`src/rtl/qec_pkg.sv`:
```
package qec_pkg;

  localparam int CODE_W = 8;
  localparam int MASK_W = 8;
  localparam int THR_W  = 8;
  localparam int EVT_W  = MASK_W;
  localparam int POP_W  = $clog2(EVT_W + 1);

  localparam logic [CODE_W-1:0] EV_SNOOP_RESP   = 8'h22;
  localparam logic [CODE_W-1:0] EV_CACHE_LOOKUP = 8'h34;
  localparam logic [CODE_W-1:0] EV_MEM_PEND     = 8'h80;
  localparam logic [CODE_W-1:0] EV_MEM_REQ      = 8'h81;
  localparam logic [CODE_W-1:0] EV_COH_PEND     = 8'h83;
  localparam logic [CODE_W-1:0] EV_COH_REQ      = 8'h84;

  typedef struct packed {
    logic              enable;
    logic              invert;
    logic              edge_en;
    logic [THR_W-1:0]  thresh;
    logic [MASK_W-1:0] umask;
    logic [CODE_W-1:0] code;
  } qec_cfg_t;

  localparam int CFG_W = $bits(qec_cfg_t);

  typedef enum logic [1:0] {
    KIND_NONE,
    KIND_COUNT,
    KIND_LOOKUP,
    KIND_OCCUP
  } qec_kind_t;

  function automatic qec_kind_t classify(input logic [CODE_W-1:0] code);
    qec_kind_t k;
    case (code)
      EV_SNOOP_RESP, EV_MEM_REQ, EV_COH_REQ: k = KIND_COUNT;
      EV_CACHE_LOOKUP:                       k = KIND_LOOKUP;
      EV_MEM_PEND, EV_COH_PEND:              k = KIND_OCCUP;
      default:                               k = KIND_NONE;
    endcase
    return k;
  endfunction

  function automatic logic [POP_W-1:0] popcnt(input logic [EVT_W-1:0] v);
    logic [POP_W-1:0] s;
    s = '0;
    for (int i = 0; i < EVT_W; i++) s = s + POP_W'(v[i]);
    return s;
  endfunction

endpackage

```
`src/rtl/qec_rst_sync.sv`:
```
module qec_rst_sync (
  input  logic clk,
  input  logic rst_n,
  output logic rst_sync_n
);
  logic [1:0] sync_q;

  always_ff @(posedge clk or negedge rst_n) begin
    if (!rst_n) sync_q <= 2'b00;
    else        sync_q <= {sync_q[0], 1'b1};
  end

  assign rst_sync_n = sync_q[1];
endmodule

```
`src/rtl/qec_event_select.sv`:
```
module qec_event_select
  import qec_pkg::*;
#(
  parameter int OCC_W = 6,
  parameter int CNT_W = 6
) (
  input  logic [CODE_W-1:0] code,
  input  logic [MASK_W-1:0] umask,
  input  logic [EVT_W-1:0]  evt_vec,
  input  logic [OCC_W-1:0]  occ_val,
  output logic [CNT_W-1:0]  cyc_count,
  output logic              sel_valid
);
  localparam int HALF = EVT_W / 2;

  qec_kind_t        kind;
  logic [EVT_W-1:0] masked;
  logic [EVT_W-1:0] state_bits;
  logic             filt_on;
  logic             filt_hit;
  logic             state_sel;

  always_comb begin
    kind       = classify(code);
    masked     = evt_vec & umask;
    state_bits = {{(EVT_W-HALF){1'b0}}, masked[HALF-1:0]};
    filt_on    = |umask[EVT_W-1:HALF];
    filt_hit   = |masked[EVT_W-1:HALF];
    state_sel  = |umask[HALF-1:0];
    cyc_count  = '0;
    sel_valid  = 1'b0;
    case (kind)
      KIND_COUNT: begin
        sel_valid = 1'b1;
        cyc_count = CNT_W'(popcnt(masked));
      end
      KIND_LOOKUP: begin
        sel_valid = state_sel;
        if (state_sel && (!filt_on || filt_hit))
          cyc_count = CNT_W'(popcnt(state_bits));
      end
      KIND_OCCUP: begin
        sel_valid = 1'b1;
        cyc_count = CNT_W'(occ_val);
      end
      default: begin
        sel_valid = 1'b0;
        cyc_count = '0;
      end
    endcase
  end
endmodule

```
`src/rtl/qec_qualifier.sv`:
```
module qec_qualifier
  import qec_pkg::*;
#(
  parameter int CNT_W = 6
) (
  input  logic             clk,
  input  logic             rst_n,
  input  logic             en,
  input  logic             sel_valid,
  input  logic [CNT_W-1:0] cyc_count,
  input  logic [THR_W-1:0] thresh,
  input  logic             invert,
  input  logic             edge_en,
  input  logic             hist_clr,
  output logic [CNT_W-1:0] incr
);
  localparam int CMP_W = (CNT_W > THR_W) ? CNT_W : THR_W;

  logic [CMP_W-1:0] cnt_x;
  logic [CMP_W-1:0] thr_x;
  logic             thr_zero;
  logic             below;
  logic             cond;
  logic             prev_q;
  logic             prev_d;

  always_comb begin
    cnt_x    = CMP_W'(cyc_count);
    thr_x    = CMP_W'(thresh);
    thr_zero = (thresh == '0);
    below    = (cnt_x < thr_x);
    if (!sel_valid)    cond = 1'b0;
    else if (thr_zero) cond = (cyc_count != '0);
    else               cond = invert ? below : !below;

    if (!en)           incr = '0;
    else if (edge_en)  incr = CNT_W'(cond && !prev_q);
    else if (thr_zero) incr = sel_valid ? cyc_count : '0;
    else               incr = CNT_W'(cond);

    prev_d = (hist_clr || !en) ? 1'b0 : cond;
  end

  always_ff @(posedge clk or negedge rst_n) begin
    if (!rst_n) prev_q <= 1'b0;
    else        prev_q <= prev_d;
  end
endmodule

```
`src/rtl/qec_accum.sv`:
```
module qec_accum #(
  parameter int CTR_W = 48,
  parameter int CNT_W = 6
) (
  input  logic             clk,
  input  logic             rst_n,
  input  logic             load,
  input  logic [CTR_W-1:0] load_val,
  input  logic [CNT_W-1:0] incr,
  output logic [CTR_W-1:0] count_q
);
  logic             upd_en;
  logic [CTR_W-1:0] count_d;

  always_comb begin
    upd_en  = load || (incr != '0);
    count_d = load ? load_val : (count_q + CTR_W'(incr));
  end

  always_ff @(posedge clk or negedge rst_n) begin
    if (!rst_n)      count_q <= '0;
    else if (upd_en) count_q <= count_d;
  end
endmodule

```
`src/rtl/qual_event_counter.sv`:
```
module qual_event_counter
  import qec_pkg::*;
#(
  parameter int CTR_W = 48,
  parameter int OCC_W = 6
) (
  input  logic             clk,
  input  logic             rst_n,
  input  logic [EVT_W-1:0] evt_vec,
  input  logic [OCC_W-1:0] occ_val,
  input  logic             wr_en,
  input  logic             wr_sel,
  input  logic [CTR_W-1:0] wr_data,
  input  logic             rd_sel,
  output logic [CTR_W-1:0] rd_data
);
  localparam int CNT_W = (OCC_W > POP_W) ? OCC_W : POP_W;

  logic             rst_sync_n;
  logic             cfg_wr;
  logic             ctr_wr;
  qec_cfg_t         cfg_q;
  qec_cfg_t         cfg_d;
  logic [CNT_W-1:0] cyc_count;
  logic             sel_valid;
  logic [CNT_W-1:0] incr;
  logic [CTR_W-1:0] cnt_q;

  qec_rst_sync u_rst (
    .clk        (clk),
    .rst_n      (rst_n),
    .rst_sync_n (rst_sync_n)
  );

  always_comb begin
    cfg_wr = wr_en && !wr_sel;
    ctr_wr = wr_en && wr_sel;
    cfg_d  = cfg_wr ? qec_cfg_t'(wr_data[CFG_W-1:0]) : cfg_q;
  end

  always_ff @(posedge clk or negedge rst_sync_n) begin
    if (!rst_sync_n)  cfg_q <= '0;
    else if (cfg_wr)  cfg_q <= cfg_d;
  end

  qec_event_select #(.OCC_W(OCC_W), .CNT_W(CNT_W)) u_sel (
    .code      (cfg_q.code),
    .umask     (cfg_q.umask),
    .evt_vec   (evt_vec),
    .occ_val   (occ_val),
    .cyc_count (cyc_count),
    .sel_valid (sel_valid)
  );

  qec_qualifier #(.CNT_W(CNT_W)) u_qual (
    .clk       (clk),
    .rst_n     (rst_sync_n),
    .en        (cfg_q.enable),
    .sel_valid (sel_valid),
    .cyc_count (cyc_count),
    .thresh    (cfg_q.thresh),
    .invert    (cfg_q.invert),
    .edge_en   (cfg_q.edge_en),
    .hist_clr  (cfg_wr),
    .incr      (incr)
  );

  qec_accum #(.CTR_W(CTR_W), .CNT_W(CNT_W)) u_acc (
    .clk      (clk),
    .rst_n    (rst_sync_n),
    .load     (ctr_wr),
    .load_val (wr_data),
    .incr     (incr),
    .count_q  (cnt_q)
  );

  always_comb begin
    rd_data = rd_sel ? cnt_q : CTR_W'(cfg_q);
  end
endmodule

```
`config.mk`:
```
export PLATFORM = sky130hd
export DESIGN_NAME = qual_event_counter
export DESIGN_NICKNAME = d
export VERILOG_FILES = /design/src/rtl/qec_pkg.sv /design/src/rtl/qec_rst_sync.sv /design/src/rtl/qec_event_select.sv /design/src/rtl/qec_qualifier.sv /design/src/rtl/qec_accum.sv /design/src/rtl/qual_event_counter.sv
export SDC_FILE = /design/constraint.sdc
export NUM_CORES = 1
export LEC_CHECK = 0
export BUFFER_PORTS_ARGS = -buffer_cell sky130_fd_sc_hd__buf_4
export CAP_MARGIN = 40
export CELL_PAD_IN_SITES_DETAIL_PLACEMENT = 1
export CELL_PAD_IN_SITES_GLOBAL_PLACEMENT = 2
export CORE_ASPECT_RATIO = 0.75
export CORE_MARGIN = 10
export CORE_UTILIZATION = 34
export DETAILED_ROUTE_END_ITERATION = 8
export HOLD_SLACK_MARGIN = 0.06
export PLACE_DENSITY_LB_ADDON = 0.1
export SETUP_SLACK_MARGIN = 0.1
export SLEW_MARGIN = 20
export SYNTH_ARGS = -nofsm -noshare
export SYNTH_HDL_FRONTEND = slang
export SYNTH_SLANG_ARGS = --single-unit
```
`constraint.sdc`:
```
create_clock -name clk -period 2.95 [get_ports clk]
set_input_delay 0.4425 -clock clk [delete_from_list [all_inputs] [get_ports clk]]
set_output_delay 0.4425 -clock clk [all_outputs]
set_load 0.02 [all_outputs]
```
==> metrics.cfg <==
[placed_design]
gp_congestion=0.880
numPortBuffers=114
dp.cells=1140
placed_cell_area_mm2=0.00816
post-dp-hpwl_um=20100

[power]
p_sw_mw=1.84
p_total_mw=4.86
p_int_mw=3.02
vdd_drop_max_mv=0.290
comb_power_share_pct=40.8
p_per_area_mw_per_mm2=518
swShare_pct=37.9
pwr-share-clk_pct=26.2
p_leak_nw=4.01
seqPwrFrac_pct=33.1

[global_routing]
top_usage_layer=met2
grt_pass1_wl_um=43000
grt_pass1_vias=7466
grtUsageTotal_pct=22.9
grt_util_met2_pct=37.3
grt_overflow_total=0
use_met3_pct=4.51
grt_use_met1_pct=30.7
antenna_found_initial=0
grt_max_degree=58

[cells_and_area]
fill_cells=2023
final_cell_mix=buf_4, dfrtp_1, nand2_1
fin_cells=1184
diodes=0
drive_above_1_share_pct=48.4
fin_area_mm2=0.00938
final_common_cell=buf_4
nets=1023
area_growth_pct=55.5

[timing]
worst_pin_slew_ps=683
maxSlewHeadroom_pct=54.3
setup_viol=49
skew_ps=8.44
fin_hold_ws_ps=303
rsz0062_at_grt=true
hold_viol=0
fmax_mhz=149
post-route-min-period_ps=6710
period_share_pct=228
finalMaxSlewViolations=0
layout_setup_ws_ps=-3760

[drt]
avgViaCountPerCell=5.85
drt-initial-drc-count=543
drc=0
drt_pass1_iterations=5
totalWireLength_um=28200
antenna_left=0
avgRoutedWirePerCell_um=23.8
num_vias=6923

[clocking]
cts-root-buf=clkbuf_16
clk_pin_slew_ps=70
cts_tree=built
cts_htree_levels=3
clockBufferDepth=2
clk_latency_ps=360
clock_sinks=78
numCtsBuffers=9

[floorplanning]
die-width_um=174
placementRows=42
die_h_um=135
initial_core_util_pct=34.4
die_area_mm2=0.0235
ioPinCount=115
core_area_mm2=0.0176

[outcome]
status=finished with violations
violations=negative setup slack

[critical_path]
crit_required_ps=3190
cp_data_arrival_time_ps=6950
crit_type=flop to flop
end_kind=flop
cpPeakStageDelay_ps=540
worst_path_most_repeated_cell=fa_1
start_kind=flop
crit_slowest_cell=fa_1
crit_fanout=7

[synthesis]
yosysTopAreaCell=dfrtp_1
yosys_warnings=0
synth_async_sr_flop_share_pct=100
seq_area_frac_synth_pct=32.4
synth.top_cell.area_share_pct=32.4
syn_nets=787
synth_edf_count=0
yosys_most_used_dff=dfrtp_1
yosysUniqueCellTypes=77
yosys-top-cells-area=dfrtp_1, mux2_2, a31oi_1
synth_cells=701
ys_seq_elements=78
synth_area_mm2=0.00603
avgSynthCellArea_um2=8.60

[hold_path]
min_path_type=flop to async pin

[run]
maxCapViolations=0

==> path summary, 6_finish.rpt <==
check / slack [ps] / depth (start not counted) / to / from
worst max-delay path: -3760 / 28 / u_acc.count_q[46] / cfg_q[9]
worst min-delay path: 300 / 0 / cfg_q[5] / u_rst.sync_q[1]
worst max register to register: -3760 / 28 / u_acc.count_q[46] / cfg_q[9]
worst min register to register: 300 / 0 / cfg_q[5] / u_rst.sync_q[1]
max in group asynchronous: 2000 / 1 / u_acc.count_q[42] / u_rst.sync_q[1]
min in group clk: 320 / 3 / cfg_q[26] / wr_data[26]
==> routing by layer <==
layer / part of all wire, % / vias up
met5: 0 / -
met4: 1.7 / 0
met3: 5.7 / 41
met2: 47 / 259
met1: 46 / 3510
li1: - / 3113
==> cell families (layout without fill, tap and decap cells) <==
kind of cell | Yosys count | count (layout) | share of synthesized area [%]
and+or+nand+nor | 255 | 255 | 22.4
other | 1 | 1 | 0.0622
DFF | 78 | 78 | 32.4
xor gates and xnor gates | 7 | 7 | 1.02
buffers and inverters | 80 | 321 | 5.52
AOI/OAI and AO/OA | 216 | 216 | 25.7
adders and majority gates | 19 | 19 | 4.56
muxes | 45 | 45 | 8.34
==> registers in the layout (all words and copies together), names as in the netlist <==
register,count
u_rst.sync_q,2
u_acc.count_q,48
cfg_q,27
u_qual.prev_q,1
==> cells in the mapped netlist (3+ instances only) <==
cell type,n
nor4b_1,4
a32oi_1,6
clkbuf_1,40
buf_2,8
a2bb2oi_1,3
fa_1,5
a21o_1,4
nor3_1,18
inv_1,26
a31oi_1,52
and2_1,44
o2bb2a_1,3
nand4_1,13
or3_1,3
nand2b_1,4
buf_6,3
o32a_1,3
and3_1,16
o2bb2ai_1,4
xor2_1,3
nor2_1,33
o41ai_1,6
nand2_1,70
or2_2,3
nand3_1,19
a21oi_1,21
o22a_1,4
mux2_2,42
o32ai_1,3
a311oi_1,3
nor4_1,11
dfrtp_1,78
a22o_1,4
a2bb2oi_2,10
o22ai_1,19
mux2i_1,3
o21ai_0,41
xnor2_1,4
ha_1,14
==> critical path: cells and delay by family, from the launching register on <==
kind | cells | cell delay (ps)
AO/OA/AOI/OAI | 11 | 2000
multiplexers | 1 | 90
flip-flops | 1 | 400
adder cells (fa/ha/maj) | 8 | 2840
buffers and inverters | 1 | 100
AND/OR/NAND/NOR | 7 | 1140
==> layout make-up <==
type | instances | area, um^2 | share of cell area, %
multi-input combinational | 543 | 4470 | 47.6
timing repair buffer | 278 | 2230 | 23.7
sequential | 78 | 1960 | 20.9
tap | 242 | 303 | 3.23
clock buffer | 11 | 243 | 2.59
inverter | 27 | 101 | 1.08
clock inverter | 5 | 82.6 | 0.881
==> what timing repair did <==
action	in CTS	in global routing
setup buffers	15	15
pin swaps	65	48
endpoints found under the hold margin	2	0
resized for setup	87	49
gates cloned	1	0
setup endpoints to repair	49	49
hold buffers	1	0
==> power groups by stage <==
stage | Combinational, mW | Clock [mW] | Sequential [mW]
detailed placement | 1.78 | 0 | 1.60
finish | 1.98 | 1.27 | 1.60
CTS | 1.92 | 1.29 | 1.59
global placement | 1.70 | 0 | 1.60
floorplan | 0.998 | 0 | 1.50
global route | 2.12 | 1.33 | 1.64
==> stage by stage <==
step | setup TNS, ps | worst slack [ps] | util, %
after floorplan | -163090 | -3640 | -
after global placement | -176000 | -3810 | 46.3
after detailed placement | -185170 | -4000 | 46.5
after CTS | -165080 | -3610 | 51.4
after global routing | -184280 | -4040 | 53.4
final | -171960 | -3760 | 53.4
Note: power is estimated with default switching activity, not from simulation.
